===== config.mk =====
export PLATFORM = sky130hd
export DESIGN_NAME = rtm_unit
export DESIGN_NICKNAME = d
export VERILOG_FILES = /design/src/rtl/rtm_pkg.sv /design/src/rtl/rtm_operand_sel.sv /design/src/rtl/rtm_alu.sv /design/src/rtl/rtm_regfile.sv /design/src/rtl/rtm_unit.sv
export SDC_FILE = /design/constraint.sdc
export NUM_CORES = 1
export LEC_CHECK = 0
export BUFFER_PORTS_ARGS = -buffer_cell sky130_fd_sc_hd__buf_2
export CAP_MARGIN = 20
export CORE_MARGIN = 5
export CORE_UTILIZATION = 30
export DETAILED_ROUTE_END_ITERATION = 6
export PLACE_DENSITY = 0.5
export SLEW_MARGIN = 30
export SYNTH_ARGS = -nofsm -noshare
export SYNTH_HDL_FRONTEND = slang
export SYNTH_HIERARCHICAL = 1
export SYNTH_SLANG_ARGS = --single-unit

===== constraint.sdc =====
create_clock -name clk_i -period 11.15 [get_ports clk_i]
set_clock_uncertainty 0.2 [all_clocks]
set_input_delay 1.115 -clock clk_i [delete_from_list [all_inputs] [get_ports clk_i]]
set_output_delay 1.115 -clock clk_i [all_outputs]
set_load 0.03 [all_outputs]

===== src/rtl/rtm_pkg.sv =====
package rtm_pkg;
  typedef enum logic [3:0] {
    OP_MOVE    = 4'd0,
    OP_ADDSUB  = 4'd1,
    OP_NOT     = 4'd2,
    OP_NEG     = 4'd3,
    OP_INC     = 4'd4,
    OP_DEC     = 4'd5,
    OP_AND     = 4'd6,
    OP_OR      = 4'd7,
    OP_XOR     = 4'd8,
    OP_SHL     = 4'd9,
    OP_SHR     = 4'd10,
    OP_SHL_LNK = 4'd11,
    OP_SHR_LNK = 4'd12,
    OP_LOAD    = 4'd13,
    OP_RSV_E   = 4'd14,
    OP_RSV_F   = 4'd15
  } rtm_op_e;

  typedef struct packed {
    logic zero;
    logic carry;
    logic ovf;
  } rtm_flags_t;

  function automatic logic op_writes(rtm_op_e op);
    return op <= OP_LOAD;
  endfunction

  function automatic logic op_shifts(rtm_op_e op);
    return (op >= OP_SHL) && (op <= OP_SHR_LNK);
  endfunction
endpackage


===== src/rtl/rtm_operand_sel.sv =====
module rtm_operand_sel #(
  parameter int WIDTH = 16,
  parameter int NREGS = 3,
  localparam int IDX_W = $clog2(NREGS + 1)
) (
  input  logic [NREGS-1:0][WIDTH-1:0] regs_i,
  input  logic [IDX_W-1:0]            sel_i,
  output logic [WIDTH-1:0]            data_o
);
  // codes at or above NREGS read as zero
  always_comb begin
    data_o = '0;
    for (int i = 0; i < NREGS; i++) begin
      if (sel_i == IDX_W'(i)) data_o = regs_i[i];
    end
  end
endmodule


===== src/rtl/rtm_alu.sv =====
module rtm_alu
  import rtm_pkg::*;
#(
  parameter int WIDTH = 16
) (
  input  rtm_op_e          op_i,
  input  logic             mode_i,
  input  logic [WIDTH-1:0] a_i,
  input  logic [WIDTH-1:0] b_i,
  input  logic [WIDTH-1:0] data_i,
  input  logic             link_i,
  output logic [WIDTH-1:0] res_o,
  output logic             link_o,
  output rtm_flags_t       flags_o
);
  localparam int MSB = WIDTH - 1;

  logic [WIDTH-1:0] add_x, add_y;
  logic             cin;
  logic [WIDTH:0]   sum;
  logic             use_adder;

  // one adder shared by every arithmetic opcode
  always_comb begin
    add_x     = a_i;
    add_y     = b_i;
    cin       = 1'b0;
    use_adder = 1'b1;
    unique case (op_i)
      OP_ADDSUB: begin
        add_y = mode_i ? ~b_i : b_i;
        cin   = mode_i;
      end
      OP_NEG: begin
        add_x = '0;
        add_y = ~a_i;
        cin   = 1'b1;
      end
      OP_INC: begin
        add_y = '0;
        cin   = 1'b1;
      end
      OP_DEC: add_y = '1;
      default: use_adder = 1'b0;
    endcase
  end

  assign sum = {1'b0, add_x} + {1'b0, add_y} + {{WIDTH{1'b0}}, cin};

  always_comb begin
    res_o  = '0;
    link_o = link_i;
    unique case (op_i)
      OP_MOVE:    res_o = a_i;
      OP_LOAD:    res_o = data_i;
      OP_NOT:     res_o = ~a_i;
      OP_AND:     res_o = a_i & b_i;
      OP_OR:      res_o = a_i | b_i;
      OP_XOR:     res_o = a_i ^ b_i;
      OP_SHL: begin
        res_o  = {a_i[MSB-1:0], 1'b0};
        link_o = a_i[MSB];
      end
      OP_SHR: begin
        res_o  = {1'b0, a_i[MSB:1]};
        link_o = a_i[0];
      end
      OP_SHL_LNK: begin
        res_o  = {a_i[MSB-1:0], link_i};
        link_o = a_i[MSB];
      end
      OP_SHR_LNK: begin
        res_o  = {link_i, a_i[MSB:1]};
        link_o = a_i[0];
      end
      OP_ADDSUB, OP_NEG, OP_INC, OP_DEC: res_o = sum[MSB:0];
      default:    res_o = '0;
    endcase
  end

  always_comb begin
    flags_o.zero  = (res_o == '0);
    flags_o.carry = use_adder & sum[WIDTH];
    flags_o.ovf   = (op_i == OP_ADDSUB) && (add_x[MSB] == add_y[MSB])
                    && (sum[MSB] != add_x[MSB]);
  end
endmodule


===== src/rtl/rtm_regfile.sv =====
module rtm_regfile #(
  parameter int WIDTH = 16,
  parameter int NREGS = 3,
  localparam int IDX_W = $clog2(NREGS + 1)
) (
  input  logic                        clk_i,
  input  logic                        rst_ni,
  input  logic                        we_i,
  input  logic [IDX_W-1:0]            waddr_i,
  input  logic [WIDTH-1:0]            wdata_i,
  output logic [NREGS-1:0][WIDTH-1:0] regs_o
);
  for (genvar g = 0; g < NREGS; g++) begin : g_reg
    logic [WIDTH-1:0] q;
    always_ff @(posedge clk_i or negedge rst_ni) begin
      if (!rst_ni)                                q <= '0;
      else if (we_i && (waddr_i == IDX_W'(g)))    q <= wdata_i;
    end
    assign regs_o[g] = q;
  end
endmodule


===== src/rtl/rtm_unit.sv =====
module rtm_unit
  import rtm_pkg::*;
#(
  parameter int WIDTH = 16
) (
  input  logic             clk_i,
  input  logic             rst_ni,
  input  logic             en_i,
  input  logic [3:0]       op_i,
  input  logic             mode_i,
  input  logic [1:0]       src_a_i,
  input  logic [1:0]       src_b_i,
  input  logic [1:0]       dst_i,
  input  logic [WIDTH-1:0] data_i,
  output logic [WIDTH-1:0] r0_o,
  output logic [WIDTH-1:0] r1_o,
  output logic [WIDTH-1:0] r2_o,
  output logic             link_o,
  output logic             zero_o,
  output logic             carry_o,
  output logic             ovf_o
);
  localparam int NREGS = 3;

  rtm_op_e                    op;
  logic [NREGS-1:0][WIDTH-1:0] regs;
  logic [WIDTH-1:0]           opa, opb, res;
  logic                       link_q, link_nxt;
  rtm_flags_t                 flags_q, flags_nxt;
  logic                       wr_en;

  assign op    = rtm_op_e'(op_i);
  assign wr_en = en_i && op_writes(op);

  rtm_operand_sel #(.WIDTH(WIDTH), .NREGS(NREGS)) u_sel_a (
    .regs_i(regs), .sel_i(src_a_i), .data_o(opa)
  );

  rtm_operand_sel #(.WIDTH(WIDTH), .NREGS(NREGS)) u_sel_b (
    .regs_i(regs), .sel_i(src_b_i), .data_o(opb)
  );

  rtm_alu #(.WIDTH(WIDTH)) u_alu (
    .op_i   (op),
    .mode_i (mode_i),
    .a_i    (opa),
    .b_i    (opb),
    .data_i (data_i),
    .link_i (link_q),
    .res_o  (res),
    .link_o (link_nxt),
    .flags_o(flags_nxt)
  );

  rtm_regfile #(.WIDTH(WIDTH), .NREGS(NREGS)) u_rf (
    .clk_i  (clk_i),
    .rst_ni (rst_ni),
    .we_i   (wr_en),
    .waddr_i(dst_i),
    .wdata_i(res),
    .regs_o (regs)
  );

  always_ff @(posedge clk_i or negedge rst_ni) begin
    if (!rst_ni) begin
      link_q  <= 1'b0;
      flags_q <= '0;
    end else if (wr_en) begin
      flags_q <= flags_nxt;
      if (op_shifts(op)) link_q <= link_nxt;
    end
  end

  assign r0_o    = regs[0];
  assign r1_o    = regs[1];
  assign r2_o    = regs[2];
  assign link_o  = link_q;
  assign zero_o  = flags_q.zero;
  assign carry_o = flags_q.carry;
  assign ovf_o   = flags_q.ovf;
endmodule


# == Yosys cells after proc, flatten, opt, wreduce, memory -nomap -nowiden ==
# Index checks and enable logic that the tools add are counted.
# W data, S select, Z words.
# totals
reg_bits,52
output_inout_bits,52
wordCells,70
# op_classes
n_addsub,2
magnitude_cmp,3
n_eq_ne,21
n_mux,13
n_bitwise,6
reduce_logical,18
# ops
op,count
$pmux W16 S11,1
$mux W16,8
$pmux W16 S4,1
$not A16 Y16,2
$eq A4 B4 Y1 const B,6
$add A16 B16 Y17,1
$add A17 B1 Y17,1
$and A16 B16 Y16,1
$eq A4 B3 Y1 const B,4
$logic_not A16 Y1,1
$or A16 B16 Y16,1
$xor A16 B16 Y16,1
$eq A4 B2 Y1 const B,2
$le A4 B4 Y1 const B,2
$logic_and A1 B1 Y1,7
$eq A2 B1 Y1 const B,3
$eq A2 B2 Y1 const B,3
$logic_not A2 Y1,3
$reduce_or A2 Y1,3
$eq A4 B1 Y1 const B,1
$ge A4 B4 Y1 const B,1
$logic_not A4 Y1,1
$pmux W1 S2,2
$reduce_or A4 Y1,1
other kinds (6),6

# == Longest topological paths before layout ==
# Gate-level depths: netlist of run 1.
# logic_depth
ltp_word,11
mapped_depth,21
depth_no_buf,16

# == Hierarchy ==
# The synthesis of run 1 kept the hierarchy.
# modules_own_cells
module,instances,cells_each,area_each_um2
rtm_alu,1,461,3206.8
rtm_regfile,1,102,1815.5
rtm_operand_sel,2,39,381.6
rtm_unit,1,14,175.2

# == Worst setup path before layout of run 1 ==
# No wires, ideal clock.
# synth_path
kind,input to register
start,input port op_i[1]
end,"register flags_q, in the netlist zero_o"
setup_time_ns,0.125
t_arrival_ns,5.333
setup_slack_ns,5.493
stages,20
n_path_buf,6
cell_sequence,buf_4 > buf_2 > buf_2 > buf_2 > buf_2 > nand3_1 > clkbuf_1 > o221ai_1 > a21o_1 > fa_1 > fa_1 > a211oi_1 > o21ai_1 > a31oi_1 > o21ai_1 > and3_1 > mux2_2 > o211ai_1 > nor4_2 > mux2_2
# synth_lines
element,line,source
"start, declared",rtm_unit.sv:9,"input logic [3:0] op_i,"
"end signal, assigned",rtm_unit.sv:69,flags_q <= flags_nxt;
"end, declared",rtm_unit.sv:29,"rtm_flags_t flags_q, flags_nxt;"

==> flow_metrics.py, run 1 <==
metrics = {
    "outcome": {
        "outcome": "complete, no violations",
    },
    "clock_tree": {
        "clk_pin_slew_worst_paths_ns": 0.07,
        "clk_latency_ns": 0.29,
        "cts_tree": "done",
        "cts_buffer_depth": 2,
        "cts_setup_buffers": 0,
        "cts.htree.levels": 2,
        "clockRootBuffer": "clkbuf_16",
        "numClockSinks": 52,
        "cts_buffers": 5,
        "ctsResizeCount": 0,
        "holdBufCountCts": 0,
    },
    "pwr": {
        "p_total_w": 0.00149,
        "p_leak_nw": 3.04,
        "power.density_nw_per_um2": 227,
        "ir_drop_mv": 0.181,
    },
    "final_layout": {
        "utilization_pct": 33.5,
        "fillers": 2124,
        "diodes": 0,
        "drive_gt1_share_pct": 22.5,
        "final_cells": 966,
        "area_delta_synth_final_pct": 9.82,
        "nets": 779,
    },
    "critical_path": {
        "path_cells": "buf_2 -> nor2_1 -> nand3_1 -> o221ai_1 -> a21o_1 -> fa_1 -> fa_1 -> a211oi_1 -> o21ai_1 -> a31oi_1 -> o21ai_1 -> and3_1 -> mux2_2 -> o211ai_1 -> nor4_2 -> mux2_2",
        "path_depth": 16,
        "crit_family": "compound AO/OA/AOI/OAI gates",
        "path_max_fanout": 45,
        "cp.arrival_ns": 5.97,
        "ff2ff_setup_slack_ns": 6.44,
        "max_stage_delay_ns": 0.59,
        "path_class": "in -> reg",
        "cp-startpoint": "op_i[3]",
        "rr_endpoint": "zero_o",
        "crit_path_end_kind": "register",
        "cp-endpoint": "zero_o",
        "cp_num_buf_inv": 1,
        "cp_slowest_cell": "buf_2",
        "required_ns": 11.12,
        "start_kind": "primary input",
        "reg2reg_depth": 15,
        "reg2reg_from": "u_rf/g_reg[0].q[0]",
    },
    "floorplanning": {
        "die_area_um2": 22800,
        "ios": 82,
        "rows": 51,
        "die_w_um": 151,
        "initial_core_util_pct": 30.5,
        "dieHeight_um": 151,
        "core-area_um2": 19500,
    },
    "logic_synthesis": {
        "syn_inst": 655,
        "synthesis.nets": 734,
        "yosys.area_share.adder_pct": 10.5,
        "synth_warnings": 6,
        "yosys.area_share.xor_xnor_pct": 2.20,
        "yosys_most_used_dff": "dfrtp_1",
        "synth_mux_area_share_pct": 17.6,
        "synth_compound_area_share_pct": 27.5,
        "syn_avg_cell_area_um2": 9.10,
        "yosysUniqueCellTypes": 71,
        "seq_area_frac_synth_pct": 21.8,
        "synth-edff-count": 0,
        "ys_async_sr_fraction_pct": 100,
        "ys_seq_elements": 52,
        "synth.cell_area_um2": 5960,
        "synth-simple-area-share_pct": 12.0,
        "synth_top_family_by_area": "compound AO/OA/AOI/OAI gates",
    },
    "timing": {
        "max_freq_mhz": 167,
        "relSlewSlack_pct": 35.6,
        "hold_slack_ns": 0.354,
        "post-route-period-util_pct": 53.7,
        "finalSetupViolations": 0,
        "drv_slew": 0,
        "tightestPinTransition_ns": 0.965,
        "hold_viol": 0,
        "rsz0062_at_grt": "no",
        "fin_tns_setup_ns": 0,
        "period_minus_slack_ns": 5.99,
    },
    "global_routing": {
        "grt_start_max_net_pins": 57,
        "grt_pass1_vias": 5284,
        "grt_pass1_wl_um": 32400,
        "grt_usage_pct": 18.2,
        "grt_overflow": 0,
        "antenna_found_initial": 0,
    },
    "hold_path": {
        "hold_class": "reg -> reg",
    },
    "flow_run": {
        "maxCapViolCount": 0,
    },
    "route": {
        "drc_errors": 0,
        "finalWirelength_um": 21000,
        "postRouteAntennaNets": 0,
        "wl_per_cell_um": 21.7,
        "vias_per_cell": 5.72,
        "dr.first_iter.drc_count": 555,
        "via_count": 5529,
        "dr.pass1.iters": 5,
    },
    "placed_design": {
        "dp_cells": 958,
        "placement.io_buffers": 81,
        "gp_congestion": 0.886,
        "hpwl_um": 16100,
    },
}
-- layer usage --
layer | up-vias | share of wire, % | GRT usage [%]
li1 | 2591 | - | -
met1 | 2693 | 48 | 27.2
met4 | 0 | 1.7 | 3.72
met5 | - | 0 | 0
met3 | 25 | 6.3 | 2.33
met2 | 220 | 44 | 28.1
-- final cells by class --
type | instances | area [um^2] | area share (%)
inverter | 41 | 154 | 2.35
multi-input combinational | 514 | 4170 | 63.7
sequential | 52 | 1300 | 19.9
clock buffer | 8 | 146 | 2.24
tap | 265 | 332 | 5.06
timing repair buffer | 86 | 443 | 6.77
-- cell usage after synthesis (3+ instances only) --
library cell	n	share of area [%]
o31ai_1	3	0.38
a21o_1	20	2.5
nor2b_1	11	1.2
a211oi_1	4	0.50
xnor2_1	8	1.2
a211o_1	5	0.73
buf_8	4	1.0
buf_1	4	0.25
o22ai_1	9	0.94
mux2i_1	36	6.0
o21ai_0	19	1.6
a2bb2oi_1	4	0.59
inv_1	40	2.5
nand2b_1	6	0.63
a22o_1	6	0.88
a21oi_1	23	1.9
o221ai_1	17	2.5
a221oi_1	4	0.59
o211ai_1	11	1.4
and3_1	5	0.52
nor3_1	8	0.67
o21ai_1	11	0.92
ha_1	47	9.9
mux2_2	53	10
o2bb2ai_1	34	5.0
buf_2	14	1.2
nand3b_1	4	0.50
buf_6	10	1.9
nor2_1	25	1.6
o21a_1	3	0.38
a22oi_1	16	2.0
nand3_1	12	1.0
xor2_1	7	1.0
clkbuf_1	13	0.82
and3b_1	5	0.73
nand2_1	32	2.0
a31oi_1	21	2.2
dfrtp_1	52	22
mux2_1	3	0.57
-- placed cells by master (no fill, tap or decap), types with 9 or more instances in the layout --
master	n
a22oi_1	16
buf_2	81
a31oi_1	21
mux2_2	53
o22ai_1	9
dfrtp_1	52
ha_1	47
o21ai_0	19
a21oi_1	23
mux2i_1	36
inv_1	40
o2bb2ai_1	34
o221ai_1	17
nor2_1	25
nor2b_1	11
o211ai_1	11
o21ai_1	11
nand2_1	32
nand3_1	12
a21o_1	20
-- metrics by stage --
step                setup WS [ns]  cell area [um^2]
floorplan                    5.49              5960
global placement             5.01              6400
detailed placement           4.91              6400
CTS                          5.20              6550
global route                 4.82              6550
finish                       5.16              6550
-- report_power, final --
group	switching (W)	internal (W)	leakage, nW	total, W
registers	0.0000943	0.000270	0.670	0.000364
logic	0.000621	0.000350	2.30	0.000970
clock network	0.0000641	0.0000896	0.0712	0.000154
total	0.000779	0.000709	3.04	0.00149
-- how the worst min path moves through the flow --
stage	cells past startpoint	startpoint	endpoint	slack, ns
4_1_cts	1	zero_o	zero_o	0.34
6_report	1	ovf_o	ovf_o	0.35
3_3_place_gp	1	zero_o	zero_o	0.34
3_5_place_dp	1	zero_o	zero_o	0.32
2_1_floorplan	1	carry_o	carry_o	0.52
5_1_grt	1	zero_o	zero_o	0.35
-- cells by family (layout without fill, tap and decap cells) --
family          Yosys count  after routing
compound gates          226            226
simple gates            129            129
mux                      95             95
buf+inv                  89            135
flops                    52             52
fa+ha+maj                49             49
xor+xnor                 15             15
-- state kept, by name (all words and copies together), names as in the netlist --
| signal | count |
|---|---|
| carry_o | 1 |
| link_o | 1 |
| ovf_o | 1 |
| u_rf/g.q | 48 |
| zero_o | 1 |
(Power assumes the default switching activity.)
==> run 2, diff against run 1 <==
--- a/config.mk
+++ b/config.mk
@@ -5,12 +5,13 @@
 export SDC_FILE = /design/constraint.sdc
 export NUM_CORES = 1
 export LEC_CHECK = 0
+export ABC_AREA = 1
 export BUFFER_PORTS_ARGS = -buffer_cell sky130_fd_sc_hd__buf_2
 export CAP_MARGIN = 20
 export CORE_MARGIN = 5
 export CORE_UTILIZATION = 30
 export DETAILED_ROUTE_END_ITERATION = 6
-export PLACE_DENSITY = 0.5
+export PLACE_DENSITY = 0.52
 export SLEW_MARGIN = 30
 export SYNTH_ARGS = -nofsm -noshare
 export SYNTH_HDL_FRONTEND = slang
==> constraint.sdc (replaced) <==
create_clock -name clk_i -period 5.4 [get_ports clk_i]
set_clock_uncertainty 0.2 [all_clocks]
set_input_delay 0.54 -clock clk_i [delete_from_list [all_inputs] [get_ports clk_i]]
set_output_delay 0.54 -clock clk_i [all_outputs]
set_load 0.03 [all_outputs]
==> run 2 against run 1 <==
Final area rose by 5.6%. Critical endpoint unchanged. Critical path depth rose by 3. Synthesized area rose by 5.8%. Largest cell class unchanged. Global-route usage rose by 1.3 points. Setup slack got worse by 4.1 ns. First-iteration DRC count rose by 50%. Combinational power rose by 14%. Core utilization fell by 0.33 points. Flip-flop and latch count did not move.
==> flow_metrics.py, run 2 <==
metrics = {
    "outcome": {
        "outcome": "complete, no violations",
    },
    "final_layout": {
        "fillers": 2385,
        "diodes": 0,
        "drive_gt1_share_pct": 11.8,
        "nets": 1166,
        "final_cell_mix": "371 x nand2_1, 165 x nand3_1, 96 x inv_1",
        "largest_reg_flops": 48,
        "largest-register": "u_rf/g.q",
        "final_common_cell": "nand2_1",
        "area_delta_synth_final_pct": 9.65,
        "final_cells": 1363,
    },
    "critical_path": {
        "max_stage_delay_ns": 0.51,
        "path_class": "in -> reg",
        "crit_path_end_kind": "register",
        "cp_num_buf_inv": 3,
        "path_max_fanout": 18,
        "crit_family": "simple AND/OR/NAND/NOR gates",
        "required_ns": 5.44,
        "path_cells": "buf_2 -> nor2_1 -> buf_4 -> o2bb2ai_4 -> o31ai_1 -> inv_1 -> o21ai_0 -> fa_1 -> fa_1 -> nand2_1 -> a21oi_1 -> or2_2 -> nand3_1 -> nand3_1 -> nor2_1 -> nand3_1 -> nor3_2 -> nand2_1 -> nand2_1",
        "ff2ff_setup_slack_ns": 1.59,
        "cp_slowest_cell": "fa_1",
        "start_kind": "primary input",
        "cp.arrival_ns": 4.34,
    },
    "timing": {
        "finalSetupViolations": 0,
        "max_freq_mhz": 232,
        "fin_tns_setup_ns": 0,
        "rsz0062_at_grt": "no",
        "drv_slew": 0,
        "period_minus_slack_ns": 4.30,
        "hold_viol": 0,
        "tightestPinTransition_ns": 0.775,
        "relSlewSlack_pct": 48.2,
        "post-route-period-util_pct": 79.7,
    },
    "logic_synthesis": {
        "ys_async_sr_fraction_pct": 100,
        "synthesis.nets": 1116,
        "yosysMostFrequentCell": "nand2_1",
        "syn_inst": 1037,
        "synth_warnings": 6,
        "synth-edff-count": 0,
        "ys_seq_elements": 52,
        "syn_avg_cell_area_um2": 6.08,
        "yosys_most_used_dff": "dfrtp_1",
        "synth.top_cell.area_share_pct": 22.1,
        "netlist_top_cells_area": "nand2_1 22%, dfrtp_1 21%, nand3_1 13%",
        "yosysUniqueCellTypes": 38,
        "seq_area_frac_synth_pct": 20.6,
        "synth.cell_area_um2": 6300,
        "synthTopCellsByCount": "371 x nand2_1, 165 x nand3_1, 96 x inv_1",
        "yosysTopAreaCell": "nand2_1",
    },
    "clock_tree": {
        "ctsResizeCount": 0,
        "cts_buffer_depth": 2,
        "cts_tree": "done",
        "holdBufCountCts": 0,
        "numClockSinks": 52,
        "cts.htree.levels": 2,
        "cts_buffers": 5,
        "clk_pin_slew_worst_paths_ns": 0.07,
        "clockRootBuffer": "clkbuf_16",
        "cts_setup_buffers": 0,
        "clk_latency_ns": 0.30,
    },
    "pwr": {
        "power.internal_w": 0.00103,
        "seqPwrFrac_pct": 29.3,
        "net-switching-power_w": 0.00108,
        "power.density_nw_per_um2": 306,
        "p_total_w": 0.00212,
        "ir_drop_mv": 0.232,
        "swShare_pct": 51.2,
        "pwr-share-clk_pct": 18.0,
        "power_frac_comb_pct": 52.6,
        "p_leak_nw": 3.88,
    },
    "flow_run": {
        "maxCapViolCount": 0,
    },
    "placed_design": {
        "dp_cells": 1355,
        "gp_congestion": 0.912,
        "hpwl_um": 18500,
        "placement.io_buffers": 81,
    },
    "global_routing": {
        "grtUsageMet3_pct": 1.42,
        "top_usage_layer": "met2",
        "grt_start_max_net_pins": 53,
        "grt_pass1_wl_um": 37600,
        "grt_pass1_vias": 6565,
        "grt_overflow": 0,
        "antenna_found_initial": 0,
        "grt_usage_pct": 19.5,
        "grt.met2_usage_pct": 31.0,
        "use_met1_pct": 28.9,
    },
    "floorplanning": {
        "rows": 53,
        "die_area_um2": 24000,
        "core-area_um2": 20800,
        "die_w_um": 155,
        "dieHeight_um": 155,
        "initial_core_util_pct": 30.3,
        "ios": 82,
    },
    "route": {
        "postRouteAntennaNets": 0,
        "vias_per_cell": 5.13,
        "drc_errors": 0,
        "wl_per_cell_um": 17.5,
        "via_count": 6988,
        "dr.first_iter.drc_count": 834,
        "finalWirelength_um": 23800,
        "dr.pass1.iters": 5,
    },
    "hold_path": {
        "hold_class": "in -> async",
    },
}
[run 2: cell types whose count changed after synthesis, sizes merged, moves of 20 or more]
cell	before	now
nor2	25	100
nand3	12	167
inv	41	105
mux2	57	0
nand2	32	377
nand4	1	41
o2bb2ai	34	1
a31oi	21	0
mux2i	36	0
a21o	20	0
[run 2: final cells by class]
cell class	instances	area [um^2]	area share, %
Clock inverter	2	38.8	0.561
Tap cell	275	344	4.98
Inverter	105	397	5.74
Sequential cell	52	1300	18.8
Timing Repair Buffer	87	450	6.52
Multi-Input combinational cell	836	4240	61.4
Clock buffer	6	139	2.01
[run 2: kinds of logic after synthesis]
family / share of synthesized area, %
and+or+nand+nor: 48.9
AOI/OAI and AO/OA: 8.08
DFF: 20.6
xor gates and xnor gates: 0.278
buffers and inverters: 12.1
adders and majority gates: 9.96
[run 2: path summary, 6_finish.rpt]
check,start,end,cells past startpoint
max,op_i[2],zero_o,19
max reg2reg,u_rf/g_reg[2].q[0],zero_o,17
min,rst_ni,u_rf/g_reg[1].q[13],2
min in group clk_i,ovf_o,ovf_o,2
max in group asynchronous,rst_ni,link_o,2
min reg2reg,ovf_o,ovf_o,2
[run 2: per-stage QoR]
step	setup WS [ns]	area [um^2]	hold slack, ns	utilization [%]
detailed placement	0.831	6730	0.269	32.3
CTS	1.13	6910	0.200	33.2
finish	1.10	6910	0.162	33.2
global route	0.720	6910	0.248	33.2
floorplan	1.53	6300	0.0444	-
global placement	0.906	6730	0.266	32.3
[run 2: power groups by stage]
stage / Clock [W] / Combinational, W / Sequential, W
final: 0.000382 / 0.00111 / 0.000620
after CTS: 0.000391 / 0.00111 / 0.000619
after global placement: 0 / 0.00110 / 0.000630
after global routing: 0.000407 / 0.00124 / 0.000635
after floorplan: 0 / 0.000597 / 0.000768
after detailed placement: 0 / 0.00110 / 0.000626
[run 2: per-layer routing]
layer,vias to the layer above,share of wire (%)
met5,-,0
met4,0,1.5
met3,22,5.5
met2,247,44
met1,3234,49
li1,3485,-
==> run 3, diff against run 2 <==
--- a/config.mk
+++ b/config.mk
@@ -5,7 +5,7 @@
 export SDC_FILE = /design/constraint.sdc
 export NUM_CORES = 1
 export LEC_CHECK = 0
-export ABC_AREA = 1
+export ABC_AREA = 0
 export BUFFER_PORTS_ARGS = -buffer_cell sky130_fd_sc_hd__buf_2
 export CAP_MARGIN = 20
 export CORE_MARGIN = 5
==> constraint.sdc (replaced) <==
create_clock -name clk_i -period 3.9 [get_ports clk_i]
set_clock_uncertainty 0.2 [all_clocks]
set_input_delay 0.39 -clock clk_i [delete_from_list [all_inputs] [get_ports clk_i]]
set_output_delay 0.39 -clock clk_i [all_outputs]
set_load 0.03 [all_outputs]
==> run 3 against run 2 <==
The run now ends with negative setup slack left. Die area shrank 5.1%. Non-clock buffer count grew 155. Final area grew 15%. Sequential power grew 69%.
==> flow_metrics.py, run 3 (synthesis gave the netlist of run 1 again) <==
metrics = {
    "outcome": {
        "outcome": "finished with violations",
        "failed_checks": "negative setup slack",
    },
    "timing": {
        "max_freq_mhz": 253,
        "finalSetupViolations": 1,
        "tightestPinTransition_ns": 0.741,
        "drv_slew": 0,
        "hold_viol": 0,
        "post-route-period-util_pct": 101,
        "rsz0062_at_grt": "yes",
        "relSlewSlack_pct": 50.6,
        "worst_slack_ns": -0.0488,
        "period_minus_slack_ns": 3.95,
    },
    "global_routing": {
        "grt_usage_pct": 19.8,
        "antenna_found_initial": 1,
        "grt_pass1_vias": 5949,
        "grt_pass1_wl_um": 34800,
        "grt_start_max_net_pins": 45,
        "grt_overflow": 0,
    },
    "clock_tree": {
        "cts.htree.levels": 2,
        "numClockSinks": 52,
        "cts_buffers": 5,
        "cts_tree": "done",
        "clockRootBuffer": "clkbuf_16",
        "cts_buffer_depth": 2,
        "clk_latency_ns": 0.29,
        "clk_pin_slew_worst_paths_ns": 0.07,
    },
    "route": {
        "postRouteAntennaNets": 0,
        "dr.pass1.iters": 5,
        "vias_per_cell": 5.43,
        "finalWirelength_um": 23000,
        "dr_wl_met2_um": 10300,
        "dr.first_iter.drc_count": 371,
        "wl_per_cell_um": 20.5,
        "drc_errors": 0,
        "drt-met1-wl_um": 10700,
        "via_count": 6088,
        "routed.top_layer": "met5",
        "wl_met3_um": 1370,
    },
    "critical_path": {
        "reg2reg_depth": 15,
        "path_class": "reg -> reg",
        "ff2ff_setup_slack_ns": -0.05,
        "path_cells": "mux2i_1 -> o2bb2ai_2 -> o221ai_2 -> a21o_1 -> fa_2 -> fa_2 -> buf_4 -> xnor2_2 -> o22ai_1 -> a2111o_1 -> or3_4 -> nor4_4 -> nand3_1 -> nor4_2 -> mux2_2",
        "reg2reg_from": "u_rf/g_reg[1].q[0]",
        "cp_num_buf_inv": 1,
        "crit_path_end_kind": "register",
        "rr_endpoint": "zero_o",
        "crit_family": "compound AO/OA/AOI/OAI gates",
        "path_max_fanout": 4,
        "cp-startpoint": "u_rf/g_reg[1].q[0]",
        "cp-endpoint": "zero_o",
        "cp.arrival_ns": 3.99,
        "critPathMostFrequentCell": "fa_2",
        "max_stage_delay_ns": 0.40,
        "path_depth": 15,
        "cp_slowest_cell": "fa_2",
        "required_ns": 3.94,
        "start_kind": "register",
    },
    "final_layout": {
        "largest_reg_flops": 48,
        "fillers": 2031,
        "fin_area_um2": 7970,
        "final_common_cell": "buf_4",
        "largest-register": "u_rf/g.q",
        "area_delta_synth_final_pct": 33.6,
        "diodes": 0,
        "drive_gt1_share_pct": 39.8,
        "seqCellArea_um2": 1300,
        "multi_input_area_um2": 4350,
        "final_cell_mix": "153 x buf_4, 81 x buf_2, 52 x dfrtp_1",
        "nets": 935,
        "utilization_pct": 40.8,
    },
    "placed_design": {
        "post_dp_cell_area_um2": 7640,
        "gp_congestion": 0.942,
        "placement.io_buffers": 81,
        "hpwl_um": 18400,
    },
    "floorplanning": {
        "initial_core_util_pct": 30.5,
        "ios": 82,
        "die_w_um": 151,
        "die_area_um2": 22800,
        "dieHeight_um": 151,
        "rows": 51,
        "core-area_um2": 19500,
    },
    "pwr": {
        "p_leak_nw": 3.87,
        "power.density_nw_per_um2": 620,
        "ir_drop_mv": 0.462,
    },
    "flow_run": {
        "maxCapViolCount": 0,
    },
    "hold_path": {
        "hold_class": "in -> reg",
    },
}
==> run 3: layer usage <==
metal | track usage, % | up-vias
met5 | 0 | -
met4 | 5.85 | 2
met3 | 3.11 | 31
met2 | 31.3 | 194
met1 | 27.9 | 2949
li1 | - | 2912
==> run 3: final cells by class <==
| type | instances | share of cell area [%] |
|---|---|---|
| clock buffer | 8 | 1.84 |
| inverter | 41 | 1.96 |
| multi-input combinational | 514 | 54.6 |
| sequential | 52 | 16.3 |
| tap | 265 | 4.16 |
| timing repair buffer | 242 | 21.1 |
==> run 3: how the worst min path moves through the flow <==
stage                     startpoint                   to  slack, ns  cells after the start
after floorplan               rst_ni              carry_o      -0.11                      0
after CTS                       en_i               link_o       0.27                      3
final                           en_i               link_o       0.29                      3
after global routing            en_i               link_o       0.28                      3
after global placement        rst_ni  u_rf/g_reg[2].q[10]       0.30                      1
after detailed placement      rst_ni   u_rf/g_reg[0].q[8]       0.30                      1
==> run 3: power by group <==
part / switching, W / leakage, nW / internal (W) / total [W]
clock: 0.000191 / 0.0712 / 0.000256 / 0.000447
sequential: 0.000275 / 0.670 / 0.000771 / 0.00105
combinational: 0.00191 / 3.12 / 0.00153 / 0.00344
==> run 3: worst reg2reg max path, stage by stage, from the launching register on <==
cell       delay, ns
dfrtp_1         0.36
mux2i_1         0.11
o2bb2ai_2       0.32
o221ai_2        0.15
a21o_1          0.18
fa_2            0.36
fa_2            0.40
buf_4           0.16
xnor2_2         0.14
o22ai_1         0.10
a2111o_1        0.35
or3_4           0.39
nor4_4          0.17
nand3_1         0.13
nor4_2          0.20
mux2_2          0.18
==> run 3: metrics by stage <==
| stage | hold slack [ns] | worst slack (ns) | std cells | TNS, ns | total power, W |
|---|---|---|---|---|---|
| after floorplan | -0.106 | -0.325 | 655 | -0.836 | 0.00296 |
| after global placement | 0.296 | -0.378 | 1108 | -2.35 | 0.00433 |
| after detailed placement | 0.296 | -0.380 | 1108 | -2.51 | 0.00434 |
| after CTS | 0.271 | -0.100 | 1117 | -0.100 | 0.00482 |
| after global routing | 0.283 | -0.195 | 1122 | -0.359 | 0.00527 |
| final | 0.285 | -0.0488 | 1122 | -0.0488 | 0.00494 |
==> run 3: what timing repair did <==
action,4_1_cts,5_1_grt
endpoints found under the setup margin,5,18
setup buffers,0,5
hold endpoints to repair,33,0
hold buffers,1,0
resized for setup,3,22
pin swaps,2,6
